### config.mk
export PLATFORM = sky130hd
export DESIGN_NAME = sir_status_intr
export DESIGN_NICKNAME = d
export VERILOG_FILES = /design/src/rtl/sir_pkg.sv /design/src/rtl/sir_sticky.sv /design/src/rtl/sir_step_reg.sv /design/src/rtl/sir_read_mux.sv /design/src/rtl/sir_status_intr.sv
export SDC_FILE = /design/constraint.sdc
export NUM_CORES = 1
export LEC_CHECK = 0
export BUFFER_PORTS_ARGS = -buffer_cell sky130_fd_sc_hd__clkbuf_2
export CAP_MARGIN = 20
export CELL_PAD_IN_SITES_DETAIL_PLACEMENT = 1
export CELL_PAD_IN_SITES_GLOBAL_PLACEMENT = 2
export CORE_MARGIN = 2
export CORE_UTILIZATION = 29
export DETAILED_ROUTE_END_ITERATION = 16
export PLACE_DENSITY = 0.85
export SYNTH_ARGS = -nofsm -noshare
export SYNTH_HDL_FRONTEND = slang
export SYNTH_HIERARCHICAL = 1
export SYNTH_SLANG_ARGS = --single-unit
### constraint.sdc
create_clock -name clk_i -period 1 [get_ports clk_i]
set_input_delay 0.15 -clock clk_i [delete_from_list [all_inputs] [get_ports clk_i]]
set_output_delay 0.15 -clock clk_i [all_outputs]
set_load 0.01 [all_outputs]
### src/rtl/sir_pkg.sv
package sir_pkg;
  typedef enum logic [1:0] {
    SEL_STATUS = 2'd0,
    SEL_CAUSE  = 2'd1,
    SEL_STEP   = 2'd2,
    SEL_RSVD   = 2'd3
  } rd_sel_e;

  localparam int unsigned BYTE_W    = 8;
  localparam int unsigned CAUSE_W   = 8;
  localparam int unsigned STAT_EV_W = 4;
  localparam int unsigned PHASE_W   = 3;
  localparam int unsigned STEP_W    = 3;
  localparam int unsigned BUS_RST_BIT = 7;
  localparam logic [STEP_W-1:0] STEP_DONE = 3'd4;
endpackage

### src/rtl/sir_sticky.sv
module sir_sticky #(
  parameter int unsigned W = 8
) (
  input  logic         clk_i,
  input  logic         rst_ni,
  input  logic         clr_i,
  input  logic [W-1:0] set_i,
  output logic [W-1:0] q_o
);
  for (genvar i = 0; i < W; i++) begin : g_bit
    always_ff @(posedge clk_i or negedge rst_ni) begin
      if (!rst_ni)    q_o[i] <= 1'b0;
      else if (clr_i) q_o[i] <= set_i[i];   // same-cycle event survives clear
      else            q_o[i] <= q_o[i] | set_i[i];
    end

    a_r7_keep_on_clear: assert property (@(posedge clk_i) disable iff (!rst_ni)
      (clr_i && set_i[i]) |=> q_o[i]);
    a_r2_hold_until_clear: assert property (@(posedge clk_i) disable iff (!rst_ni)
      (!clr_i && q_o[i]) |=> q_o[i]);
  end
endmodule

### src/rtl/sir_step_reg.sv
module sir_step_reg #(
  parameter int unsigned W = 3
) (
  input  logic         clk_i,
  input  logic         rst_ni,
  input  logic         clr_i,
  input  logic         load_i,
  input  logic [W-1:0] val_i,
  output logic [W-1:0] q_o
);
  always_ff @(posedge clk_i or negedge rst_ni) begin
    if (!rst_ni)     q_o <= '0;
    else if (load_i) q_o <= val_i;
    else if (clr_i)  q_o <= '0;
  end

  a_r10_step_hold: assert property (@(posedge clk_i) disable iff (!rst_ni)
    (!load_i && !clr_i) |=> $stable(q_o));
  a_r6_step_clear: assert property (@(posedge clk_i) disable iff (!rst_ni)
    (clr_i && !load_i) |=> (q_o == '0));
endmodule

### src/rtl/sir_read_mux.sv
module sir_read_mux
  import sir_pkg::*;
#(
  parameter int unsigned DW = BYTE_W,
  parameter int unsigned SW = STEP_W
) (
  input  rd_sel_e         sel_i,
  input  logic [DW-1:0]   status_i,
  input  logic [DW-1:0]   cause_i,
  input  logic [SW-1:0]   step_i,
  output logic [DW-1:0]   data_o
);
  localparam int unsigned PAD_W = DW - SW;

  always_comb begin
    unique case (sel_i)
      SEL_STATUS: data_o = status_i;
      SEL_CAUSE:  data_o = cause_i;
      SEL_STEP:   data_o = {{PAD_W{1'b0}}, step_i};
      default:    data_o = '0;
    endcase
  end
endmodule

### src/rtl/sir_status_intr.sv
module sir_status_intr
  import sir_pkg::*;
(
  input  logic                 clk_i,
  input  logic                 rst_ni,
  input  logic [PHASE_W-1:0]   phase_i,
  input  logic                 gross_err_i,
  input  logic                 parity_err_i,
  input  logic                 term_count_i,
  input  logic                 group_ok_i,
  input  logic [CAUSE_W-1:0]   cause_i,
  input  logic                 bus_rst_from_cmd_i,
  input  logic                 cmd_rst_quiet_i,
  input  logic                 step_load_i,
  input  logic [STEP_W-1:0]    step_val_i,
  input  logic                 soft_rst_i,
  input  logic                 rd_i,
  input  logic [1:0]           rd_sel_i,
  input  logic                 irq_en_i,
  output logic [BYTE_W-1:0]    rd_data_o,
  output logic                 irq_o
);
  rd_sel_e                sel;
  logic                   clr;
  logic [CAUSE_W-1:0]     cause_mask;
  logic [CAUSE_W-1:0]     cause_acc;
  logic [STAT_EV_W-1:0]   stat_set;
  logic [CAUSE_W-1:0]     cause_q;
  logic [STAT_EV_W-1:0]   stat_q;
  logic [0:0]             pend_q;
  logic [STEP_W-1:0]      step_q;
  logic [BYTE_W-1:0]      status_byte;

  assign sel = rd_sel_e'(rd_sel_i);
  assign clr = soft_rst_i | (rd_i & (sel == SEL_CAUSE));

  always_comb begin
    cause_mask = '1;
    cause_mask[BUS_RST_BIT] = ~(bus_rst_from_cmd_i & cmd_rst_quiet_i);
  end

  assign cause_acc = soft_rst_i ? '0 : (cause_i & cause_mask);
  assign stat_set  = soft_rst_i ? '0 :
                     {gross_err_i, parity_err_i, term_count_i, group_ok_i};

  sir_sticky #(.W(CAUSE_W)) u_cause (
    .clk_i(clk_i), .rst_ni(rst_ni), .clr_i(clr), .set_i(cause_acc), .q_o(cause_q));

  sir_sticky #(.W(STAT_EV_W)) u_stat (
    .clk_i(clk_i), .rst_ni(rst_ni), .clr_i(clr), .set_i(stat_set), .q_o(stat_q));

  sir_sticky #(.W(1)) u_pend (
    .clk_i(clk_i), .rst_ni(rst_ni), .clr_i(clr), .set_i(|cause_acc), .q_o(pend_q));

  sir_step_reg #(.W(STEP_W)) u_step (
    .clk_i(clk_i), .rst_ni(rst_ni), .clr_i(clr),
    .load_i(step_load_i & ~soft_rst_i), .val_i(step_val_i), .q_o(step_q));

  assign status_byte = {pend_q, stat_q, phase_i};

  sir_read_mux #(.DW(BYTE_W), .SW(STEP_W)) u_mux (
    .sel_i(sel), .status_i(status_byte), .cause_i(cause_q),
    .step_i(step_q), .data_o(rd_data_o));

  assign irq_o = pend_q[0] & irq_en_i;

  a_r4_pend_matches_causes: assert property (@(posedge clk_i) disable iff (!rst_ni)
    pend_q[0] == (cause_q != '0));
  a_r9_quiet_cmd_reset: assert property (@(posedge clk_i) disable iff (!rst_ni)
    (cmd_rst_quiet_i && bus_rst_from_cmd_i && !cause_q[BUS_RST_BIT]) |=> !cause_q[BUS_RST_BIT]);
  a_r8_soft_clear: assert property (@(posedge clk_i) disable iff (!rst_ni)
    soft_rst_i |=> (cause_q == '0 && stat_q == '0 && !pend_q[0] && step_q == '0));
  a_r6_read_clears: assert property (@(posedge clk_i) disable iff (!rst_ni)
    (rd_i && sel == SEL_CAUSE && cause_i == '0) |=> (cause_q == '0 && !irq_o));
endmodule

Word-level counts from Yosys, hierarchy flattened
Cells that the tools add are included.
{"block": "op_classes", "n_reduce_logical": 3, "n_mux": 18, "n_bitwise": 21, "eq_ne": 2}
{"op": "case mux 8 bit (3 select lines)", "count": 1}
{"op": "OR 1 bit", "count": 14}
{"op": "2-to-1 mux 1 bit", "count": 13}
{"op": "AND 8 bit", "count": 1}
{"op": "2-to-1 mux 8 bit", "count": 1}
{"op": "OR reduction 8 bit", "count": 1}
{"op": "2-to-1 mux 3 bit", "count": 2}
{"op": "AND 1 bit", "count": 4}
{"op": "2-to-1 mux 4 bit", "count": 1}
{"op": "equality test 2 x 1 -> 1 bit (second input constant)", "count": 1}
{"op": "equality test 2 bit (second input constant)", "count": 1}
{"op": "zero test 2 bit", "count": 1}
{"op": "NOT 1 bit", "count": 2}
{"op": "nonzero test 2 bit", "count": 1}
{"block": "word_totals", "reg_bits": 16, "elab_cells": 58}

Longest topological paths before layout
{"block": "logic_depth", "depth_word": 7, "mapped_depth": 4}

Modules after synthesis
The synthesis kept the hierarchy.
{"module": "sir_sticky at u_cause", "cells_per_inst": 17, "seq_area_each_um2": 200.2, "n_inst": 1, "area_each_um2": 264.0}
{"module": "sir_read_mux", "cells_per_inst": 19, "seq_area_each_um2": 0.0, "n_inst": 1, "area_each_um2": 152.6}
{"module": "sir_status_intr", "cells_per_inst": 21, "seq_area_each_um2": 0.0, "n_inst": 1, "area_each_um2": 141.4}
{"module": "sir_sticky at u_stat", "cells_per_inst": 9, "seq_area_each_um2": 100.1, "n_inst": 1, "area_each_um2": 133.9}
{"module": "sir_step_reg", "cells_per_inst": 7, "seq_area_each_um2": 75.1, "n_inst": 1, "area_each_um2": 107.6}
{"module": "sir_sticky at u_pend", "cells_per_inst": 3, "seq_area_each_um2": 25.0, "n_inst": 1, "area_each_um2": 36.3}

Worst setup path after synthesis
No wires, ideal clock.
{"block": "synth_path", "path_kind": "input to register", "startpoint": "in cause_i[2]", "endpoint": "reg u_pend.q_o", "arrival_time_ns": 1.015, "setup_slack_ns": -0.133, "cell_stages": 4, "setup_time_ns": 0.118, "cell_sequence": "or4_4 nor4_2 o21bai_1 a21o_1"}
{"block": "synth_via", "elab_chain_len": 5}
{"element": "start, declared", "line_no": "sir_status_intr.sv:11", "text": "input logic [CAUSE_W-1:0] cause_i,"}
{"element": "AND 8 bit (*)", "line_no": "sir_status_intr.sv:42", "text": "assign cause_acc = soft_rst_i ? '0 : (cause_i & cause_mask);"}
{"element": "2-to-1 mux 8 bit (*)", "line_no": "sir_status_intr.sv:42"}
{"element": "OR reduction 8 bit (*)", "line_no": "sir_status_intr.sv:53", "text": ".clk_i(clk_i), .rst_ni(rst_ni), .clr_i(clr), .set_i(|cause_acc), .q_o(pend_q));"}
{"element": "OR 1 bit", "line_no": "sir_sticky.sv:14", "text": "else q_o[i] <= q_o[i] | set_i[i];"}
{"element": "2-to-1 mux 1 bit (*)", "line_no": "sir_sticky.sv:13", "text": "else if (clr_i) q_o[i] <= set_i[i];"}
{"element": "end signal, assigned by index", "line_no": "sir_sticky.sv:13"}
{"element": "end signal, assigned by index", "line_no": "sir_sticky.sv:14"}
{"element": "end, declared", "line_no": "sir_sticky.sv:8", "text": "output logic [W-1:0] q_o"}
Every way passes the cells marked *; elsewhere a longest branch is shown, timed or not.
A chain may end at the register's enable or synchronous reset.

Final worst setup path
{"block": "layout_path", "startpoint": "reg u_cause.q_o[2]", "endpoint": "out rd_data_o[2]"}
{"block": "layout_via", "elab_chain_len": 1}
{"element": "start, declared", "line_no": "sir_sticky.sv:8"}
{"element": "start signal, assigned by index", "line_no": "sir_sticky.sv:13"}
{"element": "start signal, assigned by index", "line_no": "sir_sticky.sv:14"}
{"element": "case mux 8 bit (3 select lines)", "line_no": "sir_read_mux.sv:16", "text": "unique case (sel_i)"}
{"element": "end, declared", "line_no": "sir_status_intr.sv:20", "text": "output logic [BYTE_W-1:0] rd_data_o,"}
Every way passes these cells.

==> metrics.md <==
| Metric | Value |
|---|---|
| Status | `complete, but fails checks` |
| Failing checks | `negative setup slack` |
| Post-synth ARST share | `100.0%` |
| # fillers | `332` |
| RSZ-0062 raised after global routing | `true` |
| GRT Residual Overflow | `0` |
| CP endpoint kind | `output pin` |
| Root Driver | `clkbuf_4` |
| Synth top area cells | `dfrtp_1, a21o_1, mux2i_1, nor2b_1, a22o_1` |
| Post-synthesis sequential area ratio | `47.90%` |
| CP max stage delay | `0.40 ns` |
| GPL Wtd Cong | `0.6856` |
| Most instantiated library cell after synthesis | `dfrtp_1` |
| Vias/cell | `4.889` |
| Post-synth EDFFs | `0` |
| Max-Cap Viols | `0` |
| Crit path DAT | `1.09 ns` |
| First-pass DRT Iterations | `2` |
| Share of the synthesized area in the top cell type | `47.90%` |
| Tmin final | `1.236 ns` |
| Yosys cell types | `20` |
| Synthesized cell area | `835.8 µm²` |
| Worst path required time | `0.85 ns` |
| Antenna-violating nets left | `0` |
| Crit-path cells | `mux2i_1 -> o2bb2ai_1 -> clkbuf_2` |
| Layout Utilization | `42.06%` |
| Max-slew violations | `0` |
| Area growth from synthesis to layout | `38.77%` |
| Global-route wire length before repair | `3608 µm` |
| WL final | `2191 µm` |
| Worst r2r src | `u_stat/q_o[0]$_DFF_PN0_` |
| Worst hold stages | `2` |
| Reg clk slew, reported paths | `0.09 ns` |
| Hold endpoint | `u_step/q_o[2]$_DFFE_PN0P_` |
| Starting Density | `30.31%` |
| I/O pins | `37` |
| Die W | `57.69 µm` |
| Register area | `400.4 µm²` |
| Iter 0 DRT Violations | `14` |
| I/O Buffers | `36` |
| Mapped Cells | `76` |
| FMAX | `809.3 MHz` |
| Slew headroom | `73.62%` |
| Post-synth top area cell | `dfrtp_1` |
| Syn Nets | `104` |
| Number of synthesized register bits | `16` |
| Diode count | `0` |
| Slew @ Worst Pin | `0.3956 ns` |
| Setup Crit Path Kind | `flop to output pin` |
| PD cells | `1282 nW/µm²` |
| Startpoint Class | `flop` |
| FF-to-FF path depth | `2` |
| CTS Buf Count | `3` |
| Avg Cell Area, Syn | `11.00 µm²` |
| Worst hold slack | `0.1011 ns` |
| Die Ht | `57.69 µm` |
| Antenna violations before repair | `0` |
| DRC | `0` |
| CTS tree | `yes` |
| Core Footprint | `2758 µm²` |
| Clk_lat worst skew | `0.28 ns` |
| Number of global-route vias before repair | `789` |
| Maximum level of the CTS H-tree | `1` |
| Rows | `19` |
| Synth top cells by count | `dfrtp_1, a21o_1, nor2b_1, mux2i_1, nor2_1` |
| Peak supply drop | `0.0006288 V` |
| FF-to-FF End | `u_stat/q_o[0]$_DFF_PN0_` |
| Final Hold Fails | `0` |
| TritonCTS sink count | `16` |
| Via count | `748` |
| Ys flop type | `dfrtp_1` |
| Largest net degree at the start of global routing | `17` |
| Tcrit/Tclk final | `123.6%` |
| Final worst setup slack | `-0.2356 ns` |
| Clock Tree Buf Depth | `2` |
| Hold WC Path Type | `primary input to flop` |
| Reg-to-reg slack, setup | `0.18 ns` |
| Clk_skew | `0 ns` |
| Endpoints failing setup | `9` |
| Ys Warns | `6` |
| Crit Path Max Fanout | `2` |
| CP max stage cell | `dfrtp_1` |
| GR Util All Layers | `14.28%` |
| HPWL after detailed placement | `1768 µm` |
| Leakage power | `0.6626 nW` |
| Routed len/inst | `14.32 µm` |
| Layout Nets | `151` |
| Share of cells above drive strength 1 | `45.08%` |
| Hold Crit Start | `step_val_i[2]` |
| Die area | `3328 µm²` |
| Area occupied by multi-input gates | `406.6 µm²` |
==> layer usage <==
layer  vias up  global-route usage (%)  part of all wire (%)
met4         0                   6.312                   2.2
met1       362                   18.12                    41
met5         -                       0                     0
met2        25                   24.19                    52
li1        355                       -                     -
met3         6                   2.009                   4.8
==> cell type report <==
type                       count  share of cell area (%)
tap                           31                   3.344
multi-input combinational     53                   35.06
inverter                       4                   1.295
timing repair buffer          45                   22.65
sequential                    16                   34.52
clock buffer                   4                   3.128
==> cell usage in the layout (no fill, tap or decap), types with 2 or more instances in the layout <==
cell type	netlist	routed
nor2b_1	11	11
o21bai_1	2	2
clkbuf_2	0	36
nor2_1	5	5
dfrtp_1	16	16
inv_1	2	2
clkbuf_4	0	3
a22o_1	3	3
a21o_1	13	13
mux2i_1	8	8
inv_2	2	2
nor2b_2	2	2
buf_4	1	7
o2bb2ai_1	3	3
==> power by group <==
group          switching (mW)  internal, mW
combinational           0.153         0.172
sequential             0.0357         0.701
clock                   0.204         0.221
total                   0.393          1.09
==> state kept, by name, indices dropped and copies added (netlist names) <==
name,count
u_stat/q_o,4
u_step/q_o,3
u_cause/q_o,8
u_pend/q_o,1
==> what timing repair did <==
action,CTS,global route
endpoints found under the hold margin,16,0
setup endpoints to repair,9,10
hold buffers,1,0
gates resized for setup,0,1
pin swaps,4,0
setup buffers,1,1
==> how the worst max path moves through the flow <==
stage	from	endpoint	slack, ns	cells past startpoint
after floorplan	cause_i[2]	u_pend/q_o$_DFF_PN0_	-0.13	4
after global placement	cause_i[2]	u_pend/q_o$_DFF_PN0_	-0.24	5
after detailed placement	cause_i[2]	u_pend/q_o$_DFF_PN0_	-0.29	5
after CTS	u_cause/q_o[2]$_DFF_PN0_	rd_data_o[2]	-0.27	3
after global routing	u_cause/q_o[2]$_DFF_PN0_	rd_data_o[2]	-0.30	3
final	u_cause/q_o[2]$_DFF_PN0_	rd_data_o[2]	-0.24	3
==> worst max-delay path, delay by kind of cell, from the launching register on <==
kind,cells,cell delay (ns)
buffers and inverters,1,0.13
AOI/OAI and AO/OA,1,0.10
muxes,1,0.17
DFF,1,0.40
==> metrics by stage <==
step	cells	setup TNS, ns	power [mW]	area (µm²)	worst slack, ns
2_1_floorplan	76	-0.1263	0.9024	837.1	-0.1263
3_5_place_dp	146	-0.2914	1.061	1090	-0.2914
4_1_cts	152	-1.525	1.483	1144	-0.2704
3_3_place_gp	146	-0.2413	1.046	1090	-0.2413
5_1_grt	153	-2.062	1.567	1160	-0.2993
6_report	153	-1.435	1.487	1160	-0.2356
==> kinds of logic after synthesis <==
| logic type | Yosys count | share of synthesized area (%) |
|---|---|---|
| AOI/OAI and AO/OA | 22 | 20.66 |
| and+or+nand+nor | 23 | 17.37 |
| muxes | 8 | 9.581 |
| DFF | 16 | 47.90 |
| buffers and inverters | 7 | 4.491 |
No activity file was read; power rests on OpenSTA's default activity.
